<file path="config.mk">
export PLATFORM = sky130hd
export DESIGN_NAME = gpio_irq_front
export DESIGN_NICKNAME = d
export VERILOG_FILES = /design/src/rtl/gpio_irq_pkg.sv /design/src/rtl/gil_regs.sv /design/src/rtl/gil_line_filter.sv /design/src/rtl/gil_out_stage.sv /design/src/rtl/gpio_irq_front.sv
export SDC_FILE = /design/constraint.sdc
export NUM_CORES = 1
export LEC_CHECK = 0
export BUFFER_PORTS_ARGS = -buffer_cell sky130_fd_sc_hd__buf_2
export CAP_MARGIN = 40
export CORE_ASPECT_RATIO = 0.8
export CORE_MARGIN = 10
export CORE_UTILIZATION = 57
export CTS_BUF_LIST = sky130_fd_sc_hd__clkbuf_2
export CTS_CLUSTER_DIAMETER = 40
export DETAILED_ROUTE_END_ITERATION = 16
export PLACE_DENSITY = 0.76
export SLEW_MARGIN = 40
export SYNTH_ARGS = -nofsm -noshare
export SYNTH_HDL_FRONTEND = slang
export SYNTH_SLANG_ARGS = --single-unit
</file>
<file path="constraint.sdc">
create_clock -name clk -period 4.99 [get_ports clk]
set_clock_uncertainty 0.15 [all_clocks]
set_input_delay 0.7485 -clock clk [delete_from_list [all_inputs] [get_ports clk]]
set_output_delay 0.7485 -clock clk [all_outputs]
set_load 0.01 [all_outputs]
</file>
<file path="src/rtl/gpio_irq_pkg.sv">
// Shared constants for the GPIO interrupt front end: register window
// offsets and default sizes. Assumes byte addressing, word-aligned registers.
package gpio_irq_pkg;
    localparam int unsigned AW         = 8;
    localparam int unsigned DW         = 32;
    localparam logic [AW-1:0] ADDR_EN  = 8'h90;
    localparam logic [AW-1:0] ADDR_MOD = 8'h94;
    localparam logic [AW-1:0] ADDR_FLT = 8'h98;
    localparam logic [AW-1:0] ADDR_PER = 8'h9C;
    localparam logic [7:0]    PER_RST  = 8'hFF;
endpackage

</file>
<file path="src/rtl/gil_regs.sv">
// Control register window: per-line enable, mode and filter-enable words
// plus one shared filter period. Assumes NUM_LINES < DW and PER_W <= 8.
module gil_regs
    import gpio_irq_pkg::*;
#(
    parameter int unsigned NUM_LINES = 24,
    parameter int unsigned PER_W     = 8
) (
    input  logic                 clk,
    input  logic                 rst_n,
    input  logic                 wr_en,
    input  logic [AW-1:0]        addr,
    input  logic [DW-1:0]        wdata,
    output logic [DW-1:0]        rdata,
    output logic [NUM_LINES-1:0] en_o,
    output logic [NUM_LINES-1:0] mode_o,
    output logic [NUM_LINES-1:0] flt_o,
    output logic [PER_W-1:0]     period_o
);
    localparam int unsigned PAD_L = DW - NUM_LINES;
    localparam int unsigned PAD_P = DW - PER_W;

    logic [NUM_LINES-1:0] en_q, mode_q, flt_q;
    logic [PER_W-1:0]     per_q;
    logic                 hit;

    // Decode whether the address falls on one of the four registers.
    always_comb begin
        hit = (addr == ADDR_EN) || (addr == ADDR_MOD) ||
              (addr == ADDR_FLT) || (addr == ADDR_PER);
    end

    // Register update on a write strobe, reset to defaults.
    always_ff @(posedge clk) begin
        if (!rst_n) begin
            en_q   <= '0;
            mode_q <= '0;
            flt_q  <= '0;
            per_q  <= PER_RST[PER_W-1:0];
        end else if (wr_en) begin
            if (addr == ADDR_EN)  en_q   <= wdata[NUM_LINES-1:0];
            if (addr == ADDR_MOD) mode_q <= wdata[NUM_LINES-1:0];
            if (addr == ADDR_FLT) flt_q  <= wdata[NUM_LINES-1:0];
            if (addr == ADDR_PER) per_q  <= wdata[PER_W-1:0];
        end
    end

    // Read multiplexer, zero-extending each register.
    always_comb begin
        unique case (addr)
            ADDR_EN:  rdata = {{PAD_L{1'b0}}, en_q};
            ADDR_MOD: rdata = {{PAD_L{1'b0}}, mode_q};
            ADDR_FLT: rdata = {{PAD_L{1'b0}}, flt_q};
            ADDR_PER: rdata = {{PAD_P{1'b0}}, per_q};
            default:  rdata = '0;
        endcase
    end

    assign en_o     = en_q;
    assign mode_o   = mode_q;
    assign flt_o    = flt_q;
    assign period_o = per_q;

    // writes outside the window leave every register as it was.
    p_ignore_write_r2: assert property (@(posedge clk) disable iff (!rst_n)
        (wr_en && !hit) |=> ($stable(en_q) && $stable(mode_q) &&
                             $stable(flt_q) && $stable(per_q)));
endmodule

</file>
<file path="src/rtl/gil_line_filter.sv">
// One line's input path: two-flop synchroniser, then either a direct
// follower or a hold-time glitch filter that adopts a new level once the
// synchronised input has differed for `period` cycles (0 treated as 1).
module gil_line_filter #(
    parameter int unsigned PER_W = 8
) (
    input  logic             clk,
    input  logic             rst_n,
    input  logic             raw,
    input  logic             flt_en,
    input  logic [PER_W-1:0] period,
    output logic             acc_o
);
    logic             sync1, sync2;
    logic             acc;
    logic [PER_W-1:0] cnt;
    logic             done;

    // Bring the asynchronous input into the clock domain.
    always_ff @(posedge clk) begin
        if (!rst_n) begin
            sync1 <= 1'b0;
            sync2 <= 1'b0;
        end else begin
            sync1 <= raw;
            sync2 <= sync1;
        end
    end

    // Terminal count: this cycle completes the required hold time.
    always_comb begin
        done = (period == '0) || (cnt == period - 1'b1);
    end

    // Accepted level and hold counter.
    always_ff @(posedge clk) begin
        if (!rst_n) begin
            acc <= 1'b0;
            cnt <= '0;
        end else if (!flt_en) begin
            acc <= sync2;
            cnt <= '0;
        end else if (sync2 == acc) begin
            cnt <= '0;
        end else if (done) begin
            acc <= sync2;
            cnt <= '0;
        end else begin
            cnt <= cnt + 1'b1;
        end
    end

    assign acc_o = acc;

    // a filtered line only ever adopts the level its synchroniser showed.
    p_adopt_sync_r4: assert property (@(posedge clk) disable iff (!rst_n)
        ($past(flt_en) && (acc != $past(acc))) |-> (acc == $past(sync2)));

    // agreement with the accepted level restarts the hold count.
    p_cnt_restart_r5: assert property (@(posedge clk) disable iff (!rst_n)
        (flt_en && (sync2 == acc)) |=> (cnt == '0));
endmodule

</file>
<file path="src/rtl/gil_out_stage.sv">
// Per-line output former: pass-through of the accepted level, or a
// one-cycle low pulse per accepted transition in both-edge mode.
// Assumes both-edge pulses are wanted only on filtered, enabled lines.
module gil_out_stage #(
    parameter int unsigned NUM_LINES = 24
) (
    input  logic                 clk,
    input  logic                 rst_n,
    input  logic [NUM_LINES-1:0] acc,
    input  logic [NUM_LINES-1:0] en,
    input  logic [NUM_LINES-1:0] mode,
    input  logic [NUM_LINES-1:0] flt,
    output logic [NUM_LINES-1:0] out
);
    logic [NUM_LINES-1:0] prev;

    // Remember last cycle's accepted levels to spot transitions.
    always_ff @(posedge clk) begin
        if (!rst_n) prev <= '0;
        else        prev <= acc;
    end

    for (genvar i = 0; i < NUM_LINES; i++) begin : g_line
        logic armed;
        // Both-edge reporting needs the line enabled and filtered.
        always_comb begin
            armed = en[i] && flt[i];
        end
        // Select the line's output form from its mode bit.
        always_comb begin
            if (mode[i]) out[i] = !armed || (acc[i] == prev[i]);
            else         out[i] = en[i] && acc[i];
        end
    end
endmodule

</file>
<file path="src/rtl/gpio_irq_front.sv">
// Top of the GPIO interrupt front end: register window, one filter per
// line sharing a single period, and the output former toward the parent.
module gpio_irq_front
    import gpio_irq_pkg::*;
#(
    parameter int unsigned NUM_LINES = 24,
    parameter int unsigned PER_W     = 8
) (
    input  logic                 clk,
    input  logic                 rst_n,
    input  logic                 reg_wr_en,
    input  logic [AW-1:0]        reg_addr,
    input  logic [DW-1:0]        reg_wdata,
    output logic [DW-1:0]        reg_rdata,
    input  logic [NUM_LINES-1:0] irq_in,
    output logic [NUM_LINES-1:0] irq_out
);
    logic [NUM_LINES-1:0] en, mode, flt, acc;
    logic [PER_W-1:0]     period;

    gil_regs #(.NUM_LINES(NUM_LINES), .PER_W(PER_W)) regs_i (
        .clk(clk), .rst_n(rst_n), .wr_en(reg_wr_en), .addr(reg_addr),
        .wdata(reg_wdata), .rdata(reg_rdata), .en_o(en), .mode_o(mode),
        .flt_o(flt), .period_o(period)
    );

    for (genvar i = 0; i < NUM_LINES; i++) begin : g_flt
        gil_line_filter #(.PER_W(PER_W)) flt_i (
            .clk(clk), .rst_n(rst_n), .raw(irq_in[i]), .flt_en(flt[i]),
            .period(period), .acc_o(acc[i])
        );

        // both-edge mode without the filter never leaves its idle level.
        p_nofilt_idle_r8: assert property (@(posedge clk) disable iff (!rst_n)
            (mode[i] && !flt[i]) |-> irq_out[i]);

        // a masked line holds the idle level of its mode.
        p_masked_idle_r6: assert property (@(posedge clk) disable iff (!rst_n)
            !en[i] |-> (irq_out[i] == mode[i]));
    end

    gil_out_stage #(.NUM_LINES(NUM_LINES)) out_i (
        .clk(clk), .rst_n(rst_n), .acc(acc), .en(en), .mode(mode),
        .flt(flt), .out(irq_out)
    );
endmodule

</file>
# Word-level counts from Yosys, hierarchy flattened
# Index checks and enable logic that the tools add are counted.
[word_totals]
register_bits = 368
inputBits = 67
wordCells = 545
[op_classes]
n_addsub = 25
n_eq_ne = 124
mux = 97
n_bitwise = 25
n_reduce_logical = 173
[op_table]
columns = ["operator", "count"]
rows = [
  ["adder 8 x 1 -> 8 bit, second input constant", 24],
  ["equality test 8 bit", 24],
  ["2-to-1 mux 1 bit", 96],
  ["case mux 24 bit (4 select lines)", 1],
  ["OR reduction 4 bit", 24],
  ["AND reduction 2 bit", 28],
  ["equality test 1 bit", 48],
  ["logical AND 1 bit", 48],
  ["logical OR 1 bit", 48],
  ["!= test 2 x 1 -> 1 bit, second input constant", 24],
  ["!= test 2 bit, second input constant", 24],
  ["equality test 8 bit, second input constant", 4],
  ["inverter 1 bit", 25],
  ["zero test 1 bit", 24],
  ["zero test 8 bit", 1],
  ["subtractor 8 x 1 -> 8 bit, second input constant", 1],
]

# Logic depth before layout (Yosys ltp)
[logic_depth]
depth_word = 6
ltp_mapped = 14
mapped_depth_nobuf = 8

# Cells and area by module
# From an unflattened synthesis, not the netlist that was laid out.
[hier_totals]
cells_unflattened = 2570
area_unflattened_um2 = 22012.4
[modules_own_cells]
columns = ["module", "n_inst", "cells_per_inst", "area_per_inst_um2", "seq_area_each_um2"]
rows = [
  ["gil_line_filter (g_flt[0].flt_i ...)", 22, 86, 695.7, 220.2],
  ["gil_regs", 1, 386, 3803.6, 1601.5],
  ["gil_out_stage", 1, 146, 1544.0, 480.5],
  ["gil_line_filter (g_flt[8].flt_i)", 1, 74, 690.7, 220.2],
  ["gil_line_filter (g_flt[9].flt_i)", 1, 72, 669.4, 220.2],
]

# Worst setup path after synthesis
# No wires, ideal clock.
[synth_timing]
kind = "reg-to-reg"
start = "reg regs_i.per_q[0] (netlist: regs_i.period_o[0])"
end = "reg g_flt[14].flt_i.cnt[2]"
arrival_ns = 3.180
setup_slack_ns = 1.544
path_stages_with_launch = 14
path_buffers = 5
period_less_slack_ns = 3.446
cell_sequence = "dfxtp_1 buf_2 buf_1 inv_1 ha_1 clkbuf_1 xnor2_1 clkbuf_1 xor2_1 nand4_1 o31ai_1 or3_1 buf_2 nor2_1"
[synth_between]
elab_chain_cells = 4
word_cells_on_any_way = 5
cone_classes = "add/sub: 1; eq/ne: 1; reduce/logical: 3"
[synth_lines]
columns = ["item", "line", "source"]
rows = [
  ["start, declared", "gil_regs.sv:24", "logic [PER_W-1:0] per_q;"],
  ["start signal, assigned", "gil_regs.sv:39", "per_q <= PER_RST[PER_W-1:0];"],
  ["start signal, assigned", "gil_regs.sv:44", "if (addr == ADDR_PER) per_q <= wdata[PER_W-1:0];"],
  ["subtractor 8 x 1 -> 8 bit", "gil_line_filter.sv:32", "done = (period == '0) || (cnt == period - 1'b1);"],
  ["equality test 8 bit", "gil_line_filter.sv:32", ""],
  ["logical OR 1 bit *", "gil_line_filter.sv:32", ""],
  ["OR reduction 4 bit (no source line) *", "-", ""],
  ["end signal, assigned", "gil_line_filter.sv:49", "cnt <= cnt + 1'b1;"],
  ["end, declared", "gil_line_filter.sv:16", "logic [PER_W-1:0] cnt;"],
]
# Every way passes the cells marked *; elsewhere a longest branch is shown, timed or not.
# A chain may end at the register's enable or synchronous reset.

# Final worst setup path
[layout_timing]
start = "reg regs_i.per_q[2] (netlist: regs_i.period_o[2])"
end = "reg g_flt[9].flt_i.cnt[2]"
[layout_between]
elab_chain_cells = 4
word_cells_on_any_way = 5
cone_classes = "add/sub: 1; eq/ne: 1; reduce/logical: 3"
[layout_lines]
columns = ["item", "line"]
rows = [
  ["subtractor 8 x 1 -> 8 bit", "gil_line_filter.sv:32"],
  ["equality test 8 bit", "gil_line_filter.sv:32"],
  ["logical OR 1 bit *", "gil_line_filter.sv:32"],
  ["OR reduction 4 bit (no source line) *", "-"],
  ["end signal, assigned", "gil_line_filter.sv:49"],
  ["end, declared", "gil_line_filter.sv:16"],
]
# Marked as above.

==> flow_summary.json <==
{
  "syn_area_sq_um": 18900,
  "drv_slew": 0,
  "final_common_cell": "dfxtp_1",
  "swShare_pct": 25.8,
  "grt_max_degree": 88,
  "fp-row-count": 59,
  "period_share_pct": 77.2,
  "relSlewSlack_pct": 42.6,
  "maxCapViolCount": 0,
  "crit_fanout": 16,
  "cp.required_ns": 5.72,
  "endpoint_kind": "flip-flop",
  "reg2reg_to": "g_flt[9].flt_i.cnt[2]",
  "synthArstFlopShare_pct": 0,
  "firstDrtPassIters": 5,
  "hold_end": "regs_i.flt_o[10]",
  "place.detailed.hpwl_um": 32700,
  "finalSetupTns_ns": 0,
  "grt.total_usage_pct": 24.1,
  "final_antenna_net_count": 0,
  "routedWlPerCell_um": 18.0,
  "die_h_um": 183,
  "final_hold_viol_count": 0,
  "synth_cell_types": 44,
  "grt_pass1_wl_um": 80500,
  "gp_congestion": 0.867,
  "clk_pin_slew_ns": 0.11,
  "totalWireLength_um": 50500,
  "cts.path.max_buffers": 3,
  "core_sq_um": 32600,
  "pwr-share-seq_pct": 58.4,
  "fillCellCount": 2673,
  "initial_utilization_pct": 58.0,
  "cellLeakagePower_nw": 7.75,
  "hold_path_depth": 2,
  "hold_class": "input port to flip-flop",
  "cts_buffers": 87,
  "dpl-instance-area_sq_um": 19800,
  "peakVddDrop_uv": 207,
  "hold_start": "rst_n",
  "setup_viol": 0,
  "seq_area_frac_synth_pct": 38.9,
  "yosys_warnings": 0,
  "min_period_ns": 3.85,
  "p_int_mw": 3.79,
  "yosys_register_bits": 368,
  "fmax_mhz": 260,
  "worst_setup_path_start_kind": "flip-flop",
  "vias": 15722,
  "grt_setup_unrepaired": "false",
  "dr.first_iter.drc_count": 1111,
  "rr_startpoint": "regs_i.period_o[2]",
  "dieArea_sq_um": 40900,
  "clkPwrFrac_pct": 38.1,
  "io_buffers": 106,
  "fin_area_sq_um": 21100,
  "cts_root_buf": "clkbuf_2",
  "grt_pass1_vias": 15510,
  "p_per_area_nw_per_um2": 242,
  "ys.flop_type": "dfxtp_1",
  "synth_edf_count": 0,
  "most-common-layout-cells": "dfxtp_1 (362), nor2_1 (246), xnor2_1 (223)",
  "switchingPower_mw": 1.32,
  "gr-total-overflow": 0,
  "pin_count": 123,
  "viasPerCell": 5.61,
  "cts_sinks": 368,
  "cts_tree": "built",
  "clock_latency_ns": 1.02,
  "pwr-share-comb_pct": 3.5,
  "antenna_found_initial": 3,
  "nets": 2406,
  "r2r_cells": 7,
  "htreeDepth": 3,
  "area_growth_pct": 11.3,
  "drive_gt1_share_pct": 14.9,
  "crit_arrival_ns": 4.58,
  "rrSetupSlack_ns": 1.14,
  "status": "finished clean",
  "postCtsSetupBuffers": 0,
  "die-width_um": 224,
  "synth_area_per_cell_sq_um": 8.77,
  "remaining_drc_errors": 0,
  "hold_buffers": 51,
  "netlist_instances": 2158,
  "tightest_slew_ns": 0.862,
  "cts_resized": 0,
  "crit_type": "flip-flop to flip-flop"
}
==> per-layer routing <==
layer,share of wire (%),track usage (%),up-vias
met5,0,0,-
met4,3.6,11.0,0
met3,7.1,5.39,148
met2,48,40.4,596
met1,41,29.1,7418
li1,-,-,7560
==> cells in the mapped netlist (3+ instances only) <==
cell      number  share of area [%]
dfxtp_1      368                 39
nor2_1       247                4.9
xnor2_1      224                 10
xor2_1       178                8.2
nand2_1      152                3.0
nand3_1      132                3.5
clkbuf_1      81                1.6
and2_1        75                2.5
nor2b_1       65                2.1
a21oi_1       59                1.6
mux2i_1       58                3.1
inv_1         51                1.0
a21boi_0      48                1.9
and3_1        46                1.5
o211ai_1      45                1.8
nand4_1       37                1.2
o31ai_1       36                1.4
nor2_2        32                1.1
o22ai_1       32                1.1
buf_2         28               0.74
ha_1          25                1.7
or3_1         25               0.83
nand4b_1      19               0.88
buf_1         13               0.26
a31oi_1       12               0.40
xnor2_2       12                1.0
buf_4         11               0.44
o41ai_1       10               0.46
mux4_2         8               0.95
buf_6          4               0.24
xnor3_1        4               0.48
nor4_1         3              0.099
or4_1          3               0.12
==> state kept, by name (all words and copies together), names as in the netlist <==
signal             flops
regs_i.flt_o          24
g_flt.flt_i.cnt      192
g_flt.flt_i.sync1     24
g_flt.flt_i.sync2     24
regs_i.en_o           24
regs_i.mode_o         24
regs_i.period_o        8
g_flt.flt_i.acc_o     24
out_i.prev            24
==> per-stage QoR <==
step           worst slack [ns]  power [mW]  util, %  std cells  hold slack [ns]
6_report                   1.14        5.11     64.6       2803           0.0651
5_1_grt                   0.970        5.31     64.6       2801          -0.0124
4_1_cts                    1.17        5.13     64.5       2797         0.000566
3_5_place_dp               1.17        3.19     60.7       2601            0.272
3_3_place_gp               1.25        3.19     60.7       2601            0.265
2_1_floorplan              1.54        3.13        -       2165            0.262
==> worst max path at each step <==
| stage | startpoint | end | slack (ns) |
|---|---|---|---|
| 5_1_grt | regs_i.period_o[2] | g_flt[9].flt_i.cnt[2] | 0.97 |
| 2_1_floorplan | regs_i.period_o[0] | g_flt[14].flt_i.cnt[2] | 1.54 |
| 6_report | regs_i.period_o[2] | g_flt[9].flt_i.cnt[2] | 1.14 |
| 3_3_place_gp | regs_i.period_o[2] | g_flt[9].flt_i.cnt[7] | 1.25 |
| 3_5_place_dp | regs_i.period_o[2] | g_flt[9].flt_i.cnt[2] | 1.17 |
| 4_1_cts | regs_i.period_o[2] | g_flt[9].flt_i.cnt[4] | 1.17 |
==> power by group through the flow <==
stage | logic (mW) | clock network [mW] | registers [mW]
floorplan | 0.0909 | 0 | 3.04
global route | 0.190 | 2.14 | 2.99
global placement | 0.142 | 0 | 3.05
finish | 0.177 | 1.95 | 2.98
CTS | 0.174 | 1.98 | 2.98
detailed placement | 0.143 | 0 | 3.05
==> area by class of cell <==
type / instances / area (sq um) / share of cell area, %
repair buffers: 199 / 1420 / 6.76
clock buffers: 132 / 661 / 3.14
clock inverters: 13 / 76.3 / 0.362
flip-flops and latches: 368 / 7380 / 35.0
inverters: 51 / 191 / 0.909
diodes: 6 / 15.0 / 0.0713
multi-input cells: 1607 / 10800 / 51.2
well taps: 427 / 534 / 2.54
==> logic make-up after synthesis <==
| group | after synthesis | share of synthesized area (%) |
|---|---|---|
| AND/OR/NAND/NOR | 847 | 22.2 |
| XOR/XNOR | 418 | 20.1 |
| flip-flops | 368 | 38.9 |
| AO/OA/AOI/OAI | 243 | 8.65 |
| buffers and inverters | 190 | 4.45 |
| multiplexers | 66 | 4.02 |
| adder cells (fa/ha/maj) | 25 | 1.65 |
| other | 1 | 0.0198 |
==> critical path, cell delays in order (launching register included) <==
cell     delay [ns]
dfxtp_1        0.46
or4_1          0.64
or4_2          1.01
buf_4          0.40
xnor2_1        0.16
o31ai_1        0.46
or3_1          0.36
nor2_1         0.08
Power figures use the tool's default switching activity.
